**src/rtl/snand_rd_pkg.sv**
```systemverilog
package snand_rd_pkg;
  localparam int unsigned ROW_W     = 24;
  localparam int unsigned COL_W     = 16;
  localparam int unsigned MODE_W    = 3;
  localparam int unsigned NUM_MODES = 6;
  localparam int unsigned BUSY_BIT  = 0;
  localparam int unsigned ECC_LO    = 4;

  localparam logic [7:0] OP_PAGE_LOAD = 8'h13;
  localparam logic [7:0] OP_GET_FEAT  = 8'h0f;
  localparam logic [7:0] FEAT_STATUS  = 8'hc0;

  typedef enum logic [1:0] {
    RC_OK      = 2'd0,
    RC_FIXED   = 2'd1,
    RC_BAD     = 2'd2,
    RC_TIMEOUT = 2'd3
  } rd_code_e;

  typedef enum logic [2:0] {
    ST_IDLE, ST_LOAD, ST_LOAD_WAIT, ST_POLL,
    ST_POLL_WAIT, ST_CACHE, ST_CACHE_WAIT, ST_DONE
  } seq_state_e;

  typedef struct packed {
    logic [7:0] opcode;
    logic [2:0] addr_lanes;
    logic [2:0] data_lanes;
  } variant_t;

  function automatic variant_t variant_of(input logic [MODE_W-1:0] m);
    variant_t v;
    case (m)
      3'd1:    v = '{opcode: 8'h0b, addr_lanes: 3'd1, data_lanes: 3'd1};
      3'd2:    v = '{opcode: 8'h3b, addr_lanes: 3'd1, data_lanes: 3'd2};
      3'd3:    v = '{opcode: 8'h6b, addr_lanes: 3'd1, data_lanes: 3'd4};
      3'd4:    v = '{opcode: 8'hbb, addr_lanes: 3'd2, data_lanes: 3'd2};
      3'd5:    v = '{opcode: 8'heb, addr_lanes: 3'd4, data_lanes: 3'd4};
      default: v = '{opcode: 8'h03, addr_lanes: 3'd1, data_lanes: 3'd1};
    endcase
    return v;
  endfunction
endpackage

```
**src/rtl/snand_rd_variant.sv**
```systemverilog
module snand_rd_variant
  import snand_rd_pkg::*;
#(
  parameter int unsigned DUM_W = 5
) (
  input  logic [MODE_W-1:0]          mode_i,
  input  logic [NUM_MODES*DUM_W-1:0] dummy_cfg_i,
  output variant_t                   var_o,
  output logic [DUM_W-1:0]           dummy_o
);
  logic [DUM_W-1:0]  dum_arr [NUM_MODES];
  logic [MODE_W-1:0] sel;

  for (genvar g = 0; g < NUM_MODES; g++) begin : g_slice
    assign dum_arr[g] = dummy_cfg_i[g*DUM_W +: DUM_W];
  end

  // unlisted modes fall back to the plain read slot
  assign sel     = (mode_i < MODE_W'(NUM_MODES)) ? mode_i : '0;
  assign var_o   = variant_of(sel);
  assign dummy_o = dum_arr[sel];
endmodule

```
**src/rtl/snand_rd_status.sv**
```systemverilog
module snand_rd_status
  import snand_rd_pkg::*;
(
  input  logic [7:0] stat_i,
  output logic       busy_o,
  output rd_code_e   ecc_code_o
);
  logic [1:0] ecc;
  logic       unused_bits;

  assign busy_o      = stat_i[BUSY_BIT];
  assign ecc         = stat_i[ECC_LO +: 2];
  assign unused_bits = ^{stat_i[7:6], stat_i[3:1]};

  always_comb begin
    case (ecc)
      2'd0:    ecc_code_o = RC_OK;
      2'd1:    ecc_code_o = RC_FIXED;
      default: ecc_code_o = RC_BAD; // 3 is reserved, reported as failure
    endcase
  end
endmodule

```
**src/rtl/snand_rd_seq.sv**
```systemverilog
module snand_rd_seq
  import snand_rd_pkg::*;
#(
  parameter int unsigned LEN_W  = 13,
  parameter int unsigned DUM_W  = 5,
  parameter int unsigned POLL_W = 16
) (
  input  logic              clk_i,
  input  logic              rst_ni,
  input  logic              req_valid_i,
  output logic              req_ready_o,
  input  logic [ROW_W-1:0]  req_row_i,
  input  logic [COL_W-1:0]  req_col_i,
  input  logic [LEN_W-1:0]  req_len_i,
  input  logic [MODE_W-1:0] req_mode_i,
  input  logic [POLL_W-1:0] poll_limit_i,
  output logic [MODE_W-1:0] mode_o,
  input  variant_t          var_i,
  input  logic [DUM_W-1:0]  dummy_i,
  output logic [7:0]        stat_o,
  input  logic              busy_i,
  input  rd_code_e          ecc_i,
  output logic              frm_valid_o,
  input  logic              frm_ready_i,
  output logic [7:0]        frm_opcode_o,
  output logic [ROW_W-1:0]  frm_addr_o,
  output logic [1:0]        frm_addr_bytes_o,
  output logic [2:0]        frm_addr_lanes_o,
  output logic [DUM_W-1:0]  frm_dummy_o,
  output logic [2:0]        frm_data_lanes_o,
  output logic [LEN_W-1:0]  frm_data_len_o,
  input  logic              frm_rx_valid_i,
  input  logic [7:0]        frm_rx_data_i,
  input  logic              frm_end_i,
  output logic              rd_valid_o,
  output logic [7:0]        rd_data_o,
  output logic              done_o,
  output logic [1:0]        code_o
);
  seq_state_e        state_q, state_d;
  logic [ROW_W-1:0]  row_q;
  logic [COL_W-1:0]  col_q;
  logic [LEN_W-1:0]  len_q;
  logic [MODE_W-1:0] mode_q;
  logic [POLL_W-1:0] lim_q, polls_q;
  logic [7:0]        stat_q;
  rd_code_e          code_q;
  logic              poll_rx, expired;

  assign poll_rx = (state_q == ST_POLL_WAIT) && frm_rx_valid_i;
  // status byte may arrive in the same cycle as the frame end
  assign stat_o  = poll_rx ? frm_rx_data_i : stat_q;
  assign expired = (polls_q >= lim_q);
  assign mode_o  = mode_q;

  always_comb begin
    state_d = state_q;
    case (state_q)
      ST_IDLE:       if (req_valid_i) state_d = ST_LOAD;
      ST_LOAD:       if (frm_ready_i) state_d = ST_LOAD_WAIT;
      ST_LOAD_WAIT:  if (frm_end_i)   state_d = ST_POLL;
      ST_POLL:       if (frm_ready_i) state_d = ST_POLL_WAIT;
      ST_POLL_WAIT:
        if (frm_end_i) begin
          if (!busy_i)     state_d = ST_CACHE;
          else if (expired) state_d = ST_DONE;
          else              state_d = ST_POLL;
        end
      ST_CACHE:      if (frm_ready_i) state_d = ST_CACHE_WAIT;
      ST_CACHE_WAIT: if (frm_end_i)   state_d = ST_DONE;
      default:       state_d = ST_IDLE;
    endcase
  end

  always_ff @(posedge clk_i or negedge rst_ni) begin
    if (!rst_ni) begin
      state_q <= ST_IDLE;
      row_q   <= '0;
      col_q   <= '0;
      len_q   <= '0;
      mode_q  <= '0;
      lim_q   <= '0;
      polls_q <= '0;
      stat_q  <= '0;
      code_q  <= RC_OK;
    end else begin
      state_q <= state_d;
      if (state_q == ST_IDLE && req_valid_i) begin
        row_q   <= req_row_i;
        col_q   <= req_col_i;
        len_q   <= req_len_i;
        mode_q  <= req_mode_i;
        lim_q   <= poll_limit_i;
        polls_q <= '0;
        code_q  <= RC_OK;
      end
      if (state_q == ST_POLL && frm_ready_i) polls_q <= polls_q + POLL_W'(1);
      if (poll_rx) stat_q <= frm_rx_data_i;
      if (state_q == ST_POLL_WAIT && frm_end_i) begin
        if (!busy_i)      code_q <= ecc_i;
        else if (expired) code_q <= RC_TIMEOUT;
      end
    end
  end

  always_comb begin
    frm_valid_o      = 1'b0;
    frm_opcode_o     = '0;
    frm_addr_o       = '0;
    frm_addr_bytes_o = '0;
    frm_addr_lanes_o = 3'd1;
    frm_dummy_o      = '0;
    frm_data_lanes_o = 3'd1;
    frm_data_len_o   = '0;
    case (state_q)
      ST_LOAD: begin
        frm_valid_o      = 1'b1;
        frm_opcode_o     = OP_PAGE_LOAD;
        frm_addr_o       = row_q;
        frm_addr_bytes_o = 2'd3;
      end
      ST_POLL: begin
        frm_valid_o      = 1'b1;
        frm_opcode_o     = OP_GET_FEAT;
        frm_addr_o       = ROW_W'(FEAT_STATUS);
        frm_addr_bytes_o = 2'd1;
        frm_data_len_o   = LEN_W'(1);
      end
      ST_CACHE: begin
        frm_valid_o      = 1'b1;
        frm_opcode_o     = var_i.opcode;
        frm_addr_o       = ROW_W'(col_q);
        frm_addr_bytes_o = 2'd2;
        frm_addr_lanes_o = var_i.addr_lanes;
        frm_dummy_o      = dummy_i;
        frm_data_lanes_o = var_i.data_lanes;
        frm_data_len_o   = len_q;
      end
      default: ;
    endcase
  end

  assign req_ready_o = (state_q == ST_IDLE);
  assign rd_valid_o  = (state_q == ST_CACHE_WAIT) && frm_rx_valid_i;
  assign rd_data_o   = frm_rx_data_i;
  assign done_o      = (state_q == ST_DONE);
  assign code_o      = done_o ? code_q : RC_OK;
endmodule

```
**src/rtl/snand_page_reader.sv**
```systemverilog
module snand_page_reader
  import snand_rd_pkg::*;
#(
  parameter int unsigned LEN_W  = 13,
  parameter int unsigned DUM_W  = 5,
  parameter int unsigned POLL_W = 16
) (
  input  logic                       clk_i,
  input  logic                       rst_ni,
  input  logic                       req_valid_i,
  output logic                       req_ready_o,
  input  logic [23:0]                req_row_i,
  input  logic [15:0]                req_col_i,
  input  logic [LEN_W-1:0]           req_len_i,
  input  logic [2:0]                 req_mode_i,
  input  logic [POLL_W-1:0]          poll_limit_i,
  input  logic [6*DUM_W-1:0]         dummy_cfg_i,
  output logic                       frm_valid_o,
  input  logic                       frm_ready_i,
  output logic [7:0]                 frm_opcode_o,
  output logic [23:0]                frm_addr_o,
  output logic [1:0]                 frm_addr_bytes_o,
  output logic [2:0]                 frm_addr_lanes_o,
  output logic [DUM_W-1:0]           frm_dummy_o,
  output logic [2:0]                 frm_data_lanes_o,
  output logic [LEN_W-1:0]           frm_data_len_o,
  input  logic                       frm_rx_valid_i,
  input  logic [7:0]                 frm_rx_data_i,
  input  logic                       frm_end_i,
  output logic                       rd_valid_o,
  output logic [7:0]                 rd_data_o,
  output logic                       done_o,
  output logic [1:0]                 code_o
);
  logic [MODE_W-1:0] mode;
  variant_t          var_sel;
  logic [DUM_W-1:0]  dummy;
  logic [7:0]        stat;
  logic              busy;
  rd_code_e          ecc_code;

  snand_rd_variant #(.DUM_W(DUM_W)) u_variant (
    .mode_i      (mode),
    .dummy_cfg_i (dummy_cfg_i),
    .var_o       (var_sel),
    .dummy_o     (dummy)
  );

  snand_rd_status u_status (
    .stat_i     (stat),
    .busy_o     (busy),
    .ecc_code_o (ecc_code)
  );

  snand_rd_seq #(.LEN_W(LEN_W), .DUM_W(DUM_W), .POLL_W(POLL_W)) u_seq (
    .clk_i            (clk_i),
    .rst_ni           (rst_ni),
    .req_valid_i      (req_valid_i),
    .req_ready_o      (req_ready_o),
    .req_row_i        (req_row_i),
    .req_col_i        (req_col_i),
    .req_len_i        (req_len_i),
    .req_mode_i       (req_mode_i),
    .poll_limit_i     (poll_limit_i),
    .mode_o           (mode),
    .var_i            (var_sel),
    .dummy_i          (dummy),
    .stat_o           (stat),
    .busy_i           (busy),
    .ecc_i            (ecc_code),
    .frm_valid_o      (frm_valid_o),
    .frm_ready_i      (frm_ready_i),
    .frm_opcode_o     (frm_opcode_o),
    .frm_addr_o       (frm_addr_o),
    .frm_addr_bytes_o (frm_addr_bytes_o),
    .frm_addr_lanes_o (frm_addr_lanes_o),
    .frm_dummy_o      (frm_dummy_o),
    .frm_data_lanes_o (frm_data_lanes_o),
    .frm_data_len_o   (frm_data_len_o),
    .frm_rx_valid_i   (frm_rx_valid_i),
    .frm_rx_data_i    (frm_rx_data_i),
    .frm_end_i        (frm_end_i),
    .rd_valid_o       (rd_valid_o),
    .rd_data_o        (rd_data_o),
    .done_o           (done_o),
    .code_o           (code_o)
  );
endmodule

```
**config.mk**
```make
export PLATFORM = sky130hd
export DESIGN_NAME = snand_page_reader
export DESIGN_NICKNAME = d
export VERILOG_FILES = /design/src/rtl/snand_rd_pkg.sv /design/src/rtl/snand_rd_variant.sv /design/src/rtl/snand_rd_status.sv /design/src/rtl/snand_rd_seq.sv /design/src/rtl/snand_page_reader.sv
export SDC_FILE = /design/constraint.sdc
export NUM_CORES = 1
export LEC_CHECK = 0
export ABC_AREA = 1
export ABC_CLOCK_PERIOD_IN_PS = 2200
export BUFFER_PORTS_ARGS = -buffer_cell sky130_fd_sc_hd__buf_2
export CORE_MARGIN = 2
export CORE_UTILIZATION = 54
export DETAILED_ROUTE_END_ITERATION = 10
export PLACE_DENSITY = 0.89
export SYNTH_ARGS = -nofsm -noshare
export SYNTH_HDL_FRONTEND = slang
export SYNTH_SLANG_ARGS = --single-unit
```
**constraint.sdc**
```tcl
create_clock -name clk_i -period 2.2 [get_ports clk_i]
set_input_delay 0.11 -clock clk_i [delete_from_list [all_inputs] [get_ports clk_i]]
set_output_delay 0.11 -clock clk_i [all_outputs]
set_load 0.02 [all_outputs]
```
* Word level (Yosys, flattened, before mapping) *
Cells that the tools add are included.

operators by class
  magnitude comparators = 3
  equal/unequal tests = 20
  bitwise operators = 1
  add/subtract/negate cells = 1
  muxes and demuxes = 32
  reduce and logical (&&, ||, !) cells = 10

operators with widths
  operator                                                                count
  24-bit one-hot mux with 3 select lines                                  1
  14-bit one-hot mux with 5 select lines                                  1
  3-bit 2-to-1 mux                                                        12
  16-bit 2-to-1 mux                                                       2
  13-bit one-hot mux with 2 select lines                                  1
  8-bit one-hot mux with 3 select lines                                   1
  3-bit one-hot mux with 7 select lines                                   1
  3-bit equality test (second input constant)                             6
  16-bit by 1-bit adder with 16-bit output (second input constant)        1
  16-bit >= comparator                                                    1
  5-bit binary-select mux with 3-bit select                               1
  5-bit 2-to-1 mux                                                        3
  2-bit != test (second input constant)                                   7
  3-bit by 2-bit equality test with 1-bit output (second input constant)  4
  2-bit 2-to-1 mux                                                        5
  7-bit AND reduction                                                     1
  3-bit by 1-bit equality test with 1-bit output (second input constant)  2
  6-bit 2-to-1 mux                                                        1
  2-bit one-hot mux with 3 select lines                                   1
  1-bit logical AND                                                       5
  4-bit >= comparator (second input constant)                             1
  3-bit inverter with 4-bit output                                        1
  2-bit one-hot mux with 2 select lines                                   1
  3-bit logical NOT                                                       1
  other kinds (6)                                                         6

word-level totals
  bits of input ports = 116
  word-level logic and storage cells = 77
  flip-flop bits (word level) = 99
  output and inout port bits = 72

* Longest topological paths before layout *
Gate-level depths: netlist (run 1).

  word-level depth = 7
  depth in mapped cells = 15
  gate-level depth less buffers = 15

* Hierarchy *
A second synthesis (run 1) with hierarchy kept.

unflattened totals
  cell total of the unflattened synthesis = 763
  area, all modules = 5,685.5 µm²

by module, submodules not included
  module            area an instance (µm²)  times used  seq. area each (µm²)  cells each
  snand_rd_seq      5,143.7                 1           2,527.4               654
  snand_rd_variant  523.0                   1           0.0                   105
  snand_rd_status   18.8                    1           0.0                   4

* Worst setup path before layout (run 1) *
Ideal clock, no wire load.

  path kind = reg-to-output
  start = register u_seq.state_q[0]
  end = output port frm_addr_lanes_o[2]
  arrival time = 2.015 ns
  path slack = 0.075 ns
  path buffers = 0
  required time = 2.090 ns
  cell stages (with the launch flop) = 9
  path through = dfrtp_1 -> inv_1 -> nor2_1 -> inv_2 -> nor2_4 -> inv_2 -> nor2_1 -> inv_1 -> nor2_1

on the way
  word-level cells in the longest chain between the ends = 2

RTL lines
  item                    RTL line                 text
  from (decl)             snand_rd_seq.sv:40       seq_state_e state_q, state_d;
  from (signal assigned)  snand_rd_seq.sv:87       state_q <= state_d;
  3-bit equality test     snand_rd_seq.sv:115      case (state_q)
  3-bit 2-to-1 mux        snand_rd_seq.sv:115
  to (decl)               snand_page_reader.sv:23  output logic [2:0] frm_addr_lanes_o,

Every way passes these cells.

* Final worst setup path (run 1) *
  start = register u_seq.mode_q[2] (netlist: u_seq.mode_o[2])
  end = output port frm_dummy_o[3]

on the way
  word-level cells in the longest chain between the ends = 7

RTL lines
  item                                                        RTL line                 text
  from (decl)                                                 snand_rd_seq.sv:44       logic [MODE_W-1:0] mode_q;
  from (signal assigned)                                      snand_rd_seq.sv:92       mode_q <= req_mode_i;
  3-bit less-than comparator                                  snand_rd_variant.sv:19   assign sel = (mode_i < MODE_W'(NUM_MODES)) ? mode_i : '0;
  3-bit 2-to-1 mux (*)                                        snand_rd_variant.sv:19
  3-bit inverter with 4-bit output (implied by the code) (*)  snand_rd_variant.sv:21   assign dummy_o = dum_arr[sel];
  5-bit binary-select mux with 3-bit select (*)               snand_rd_variant.sv:21
  5-bit 2-to-1 mux (implied by the code) (*) (2 in series)    snand_rd_variant.sv:21
  5-bit 2-to-1 mux (*)                                        snand_rd_seq.sv:115
  to (decl)                                                   snand_page_reader.sv:24  output logic [DUM_W-1:0] frm_dummy_o,

Every way passes the cells marked *; elsewhere a longest branch is shown, timed or not. The select of a mux whose other input is x is not followed.

==> results.txt, run 1 <==
status - finished, final reports clean
Final Hold Viols - 0
total setup buffers inserted after CTS - 0
Clk pin slew, worst setup/hold paths - 0.10 ns
unrepaired setup endpoints after global routing - true
Syn Inst Count - 683
synth warn - 0
Die W - 102 um
PD cells - 1130 nW/um^2
Clock power frac - 14.7%
Leak Pwr - 3.88 nW
CP required - 2.09 ns
clock sink total - 96
total power - 8.14 mW
overall routing resource usage - 29.0%
syn nets - 819
Initial DRC Count - 310
row cnt - 35
Commonest cells post-synth - 227 x nand2_1, 96 x dfrtp_1, 81 x inv_1
slack of the critical path - 0.0766 ns
Yosys cell types - 40
Final Core Density - 77.2%
max_slew headroom - 71.6%
Int Pwr - 4.47 mW
chip height - 102 um
met2 WL - 7.93 mm
max frequency - 0.471 GHz
Cell Area, Placed - 6200 um^2
Placer Congestion - 0.928
Fin Hold WS - 0.0445 ns
non-filler cells, final - 1056
setup TNS - 0 ns
top-area cell type share of the netlist area - 45.9%
highest routed metal layer - met4
Reg2Reg Setup Slack - 0.42 ns
Worst-Skew Late Latency - 0.36 ns
H-tree depth - 3
FFs w/ async S/R, synth - 100%
worst-margin pin slew - 0.421 ns
predominant post-synthesis flop cell - dfrtp_1
Final Cell Area - 7200 um^2
diodes inserted - 0
most numerous cell in the Yosys netlist - nand2_1
post-synthesis sequential area ratio - 45.9%
FF+latch count, synth - 96
Worst Path Max Fanout - 7
antenna violations before repair - 0
Place WS - 0.309 ns
Top Ports - 188
Slew Viols, Final - 0
Detail Route Antenna Nets - 0
P_sw - 3.67 mW
Reg power frac - 35.6%
combinational fraction of design power - 49.7%
startpoint types - flop
DRT met1 WL - 6.18 mm
number of remaining DRC errors - 0
metal3 WL - 951 um
largest cells by area after synthesis - dfrtp_1 46%, nand2_1 16%, inv_1 5.8%
CTS tree - built
Min-Delay Path Class - input port to flop
final WL - 15.3 mm
CP Capture Type - primary output
Mapped Area - 5230 um^2
EDFF count, synth - 0
CTS Buf Count - 9
Vias per Instance - 5.04
vias in the first global route - 5079
die area - 10500 um^2
share of cells above drive strength 1 - 25.8%
syn_area_per_cell - 7.66 um^2
drt pass-1 iters - 5
synthesis-to-finish area growth - 37.6%
vias - 5320
Starting Density - 56.1%
sw frac - 45.1%
Crit Path Class - flop to primary output
largest vdd supply drop - 0.655 mV
nets - 1059
IO buf count - 177
placed insts - 968
max_cap viols - 0
core region area - 9330 um^2
clock root buffer master - clkbuf_8
clock buffer depth - 2
Tcrit/Tclk final - 96.5%
first-pass GRT wire length - 23.5 mm
grt total ovfl - 0
Tmin final - 2.12 ns
Critical Path AT - 2.01 ns
largest net degree at the start of global routing - 110
skew final - 0.00865 ns
DP HPWL - 9.99 mm
area leader, netlist - dfrtp_1
fill count - 687
Routed wire per std cell - 14.5 um
Final Setup Violations - 0
==> flip-flops by register name, summed over array words and instances (netlist names), 3 cells and up <==
signal and count:
u_seq.col_q 16, u_seq.len_q 13, u_seq.lim_q 16, u_seq.mode_o 3, u_seq.polls_q 16, u_seq.row_q 24, u_seq.stat_q 3, u_seq.state_q 3
==> path summary, 6_finish.rpt <==
check                                              from                     endpoint  cells past startpoint
min reg2reg                  u_seq.row_q[7]$_DFFE_PN0P_   u_seq.row_q[7]$_DFFE_PN0P_                      2
max in group asynchronous                        rst_ni   u_seq.len_q[1]$_DFFE_PN0P_                      3
min                                    frm_rx_data_i[4]    u_seq.stat_q[4]$_DFF_PN0_                      3
max                         u_seq.mode_o[2]$_DFFE_PN0P_               frm_dummy_o[3]                     10
min in group asynchronous                        rst_ni  u_seq.lim_q[10]$_DFFE_PN0P_                      2
max reg2reg                u_seq.state_q[0]$_DFFE_PN0P_   u_seq.lim_q[4]$_DFFE_PN0P_                      8
==> area by class of cell <==
cell class / count / area [um^2] / area share, %
Tap cell: 129 / 161 / 2.24
Sequential cell: 96 / 2400 / 33.4
Multi-Input combinational cell: 468 / 2360 / 32.8
Inverter: 88 / 347 / 4.81
Clock inverter: 5 / 66.3 / 0.921
Clock buffer: 10 / 138 / 1.91
Timing Repair Buffer: 260 / 1730 / 24.0
==> routing by layer <==
metal  vias up  track usage (%)
met2       214             54.0
met3        22             5.95
met5         -                0
met4         0             7.38
li1       2635                -
met1      2449             33.8
==> logic make-up (layout without fill, tap and decap cells) <==
family	count (synthesis)	in the layout	synth area share, %
compound gates	102	102	11.9
xor+xnor	2	2	0.335
flops	96	96	45.9
buf+inv	119	363	9.95
fa+ha+maj	20	20	4.78
simple gates	344	344	27.1
==> placed cells by master (no fill, tap or decap), types with 3 or more instances in the layout <==
cell | synthesis | layout
dfrtp_1 | 96 | 96
a21oi_1 | 17 | 16
o21ai_1 | 2 | 4
nor3_1 | 10 | 9
o21ai_0 | 53 | 51
inv_2 | 4 | 5
nor2_1 | 70 | 68
dlygate4sd3_1 | 0 | 73
nand3_1 | 14 | 14
clkbuf_8 | 0 | 10
buf_4 | 15 | 12
a32o_1 | 14 | 14
nand2_1 | 227 | 227
inv_1 | 81 | 78
nor2_2 | 5 | 4
nor2_4 | 4 | 7
inv_4 | 1 | 3
a221oi_1 | 4 | 3
buf_2 | 8 | 173
o22ai_1 | 3 | 3
nand2_4 | 2 | 3
ha_1 | 20 | 18
==> power groups by stage <==
stage | Clock, mW | Combinational [mW] | Sequential (mW)
final | 1.20 | 4.04 | 2.90
after global routing | 1.29 | 4.51 | 2.98
after CTS | 1.21 | 3.90 | 2.87
after detailed placement | 0 | 3.76 | 2.91
after global placement | 0 | 3.66 | 2.87
after floorplan | 0 | 2.71 | 2.81
==> critical path, stage by stage (launching register included) <==
cell       delay, ns
dfrtp_1         0.39
ha_1            0.16
inv_1           0.06
nand2_4         0.11
inv_4           0.07
nor2_4          0.17
inv_4           0.08
or2_2           0.27
o2111ai_1       0.07
a21oi_1         0.10
buf_4           0.17
==> timing repair <==
action                                 CTS  global route
resized for setup                        6            17
setup endpoints to repair               10            18
pin swaps                                0             3
endpoints found under the hold margin   99             0
hold buffers                            73             0
Note: power is estimated with default switching activity, not from simulation.
==> run 2: changes to the inputs <==
- MAX_ROUTING_LAYER: default -> met4
==> results.txt, run 2 (synthesis gave the netlist of run 1 again) <==
Leak Pwr - 3.87 nW
status - finished, final reports clean
Routed wire per std cell - 14.4 um
Slew Viols, Final - 0
Final Setup Violations - 0
unrepaired setup endpoints after global routing - true
Crit Reg-Reg Endpoint - u_seq.polls_q[14]$_DFFE_PN0P_
setup TNS - 0 ns
DP HPWL - 10.0 mm
clock buffer depth - 2
fill count - 657
slack of the critical path - 0.0899 ns
IO buf count - 177
vias - 5396
final WL - 15.2 mm
worst-margin pin slew - 0.530 ns
clock sink total - 96
max_slew headroom - 64.7%
largest vdd supply drop - 0.755 mV
skew final - 0.00923 ns
hold path endpoint - u_seq.row_q[22]$_DFFE_PN0P_
max frequency - 0.474 GHz
share of cells above drive strength 1 - 25.6%
Place WS - 0.310 ns
Worst-Skew Late Latency - 0.36 ns
H-tree depth - 3
max_cap viols - 0
CP Capture Type - primary output
Final Hold Viols - 0
Crit Reg-Reg Startpoint - u_seq.polls_q[1]$_DFFE_PN0P_
CTS tree - built
min-delay src - req_row_i[22]
commonest non-fill, non-tap cells in the layout - 227 x nand2_1, 176 x buf_2, 96 x dfrtp_1
Placer Congestion - 0.943
grt total ovfl - 0
clock root buffer master - clkbuf_8
antenna violations before repair - 1
core region area - 9330 um^2
row cnt - 35
Tcrit/Tclk final - 95.9%
Reg2Reg Depth - 9
Reg2Reg Setup Slack - 0.48 ns
Top reg by flops - u_seq.row_q
synthesis-to-finish area growth - 36.7%
Starting Density - 56.1%
CP required - 2.09 ns
startpoint types - flop
Crit Path Class - flop to primary output
CTS Buf Count - 9
largest net degree at the start of global routing - 110
Detail Route Antenna Nets - 0
Min-Delay Path Depth - 3
most common cell after layout, fill and taps aside - nand2_1
PD cells - 1130 nW/um^2
Clk pin slew, worst setup/hold paths - 0.08 ns
overall routing resource usage - 30.3%
Worst Path Max Fanout - 7
Die W - 102 um
number of remaining DRC errors - 0
nets - 1057
Largest register FFs - 24
first-pass GRT wire length - 24.0 mm
Critical Path AT - 2.00 ns
chip height - 102 um
Vias per Instance - 5.11
vias in the first global route - 5236
Min-Delay Path Class - input port to flop
Tmin final - 2.11 ns
Initial DRC Count - 370
Top Ports - 188
drt pass-1 iters - 5
die area - 10500 um^2
total setup buffers inserted after CTS - 0
==> run 2: area by class of cell <==
class	instances	area [um^2]	share of cell area [%]
sequential	96	2400	33.6
multi-input combinational	468	2350	32.8
timing repair buffer	258	1700	23.8
inverter	88	347	4.85
tap	129	161	2.26
clock buffer	10	138	1.92
clock inverter	5	56.3	0.787
antenna	1	2.50	0.0350
==> run 2: where the power goes <==
group          internal, mW  switching (mW)  leakage [nW]
Sequential             2.50           0.395          1.21
Clock                 0.551           0.597        0.0985
Combinational          1.40            2.65          2.56
Total                  4.45            3.65          3.87
==> run 2: metrics by stage <==
stage / area, um^2 / std cells / power [mW] / hold WS, ns / utilization, %
2_1_floorplan: 5230 / 683 / 5.52 / -0.186 / -
3_3_place_gp: 6200 / 968 / 6.54 / 0.202 / 66.5
3_5_place_dp: 6200 / 968 / 6.68 / 0.204 / 66.5
4_1_cts: 7110 / 1054 / 7.97 / 0.00116 / 76.3
5_1_grt: 7150 / 1055 / 8.77 / 0.0354 / 76.7
6_report: 7150 / 1055 / 8.10 / 0.0189 / 76.7
==> run 2: worst max-delay path: stages, from the launching register on <==
cell     delay (ns)
dfrtp_1        0.41
ha_1           0.21
inv_1          0.09
nand2_4        0.10
inv_4          0.10
nor2_4         0.06
inv_4          0.09
nand2_1        0.05
o21ai_1        0.22
o21ai_1        0.13
buf_2          0.18
==> run 2: worst max path at each step <==
stage | from | to | slack (ns) | cells past startpoint
floorplan | u_seq.state_q[0]$_DFFE_PN0P_ | frm_addr_lanes_o[2] | 0.07 | 8
global route | u_seq.mode_o[1]$_DFFE_PN0P_ | frm_dummy_o[2] | -0.03 | 11
detailed placement | u_seq.mode_o[1]$_DFFE_PN0P_ | frm_dummy_o[3] | 0.31 | 10
global placement | u_seq.mode_o[1]$_DFFE_PN0P_ | frm_dummy_o[3] | 0.38 | 10
finish | u_seq.mode_o[1]$_DFFE_PN0P_ | frm_opcode_o[4] | 0.09 | 10
CTS | u_seq.mode_o[1]$_DFFE_PN0P_ | frm_dummy_o[2] | 0.0009 | 7
==> run 2: what timing repair did <==
| action | 4_1_cts | 5_1_grt |
|---|---|---|
| gates resized for setup | 3 | 15 |
| hold buffers | 71 | 0 |
| pin swaps | 0 | 1 |
| hold endpoints to repair | 166 | 0 |
| endpoints found under the setup margin | 10 | 18 |
==> run 2: metal layers <==
| layer | global-route usage, % | up-vias | share of wire [%] |
|---|---|---|---|
| met5 | - | - | 0 |
| met3 | 4.51 | 38 | 6.2 |
| li1 | - | 2628 | - |
| met2 | 50.7 | 222 | 50 |
| met4 | 14.8 | 0 | 3.7 |
| met1 | 35.9 | 2508 | 40 |
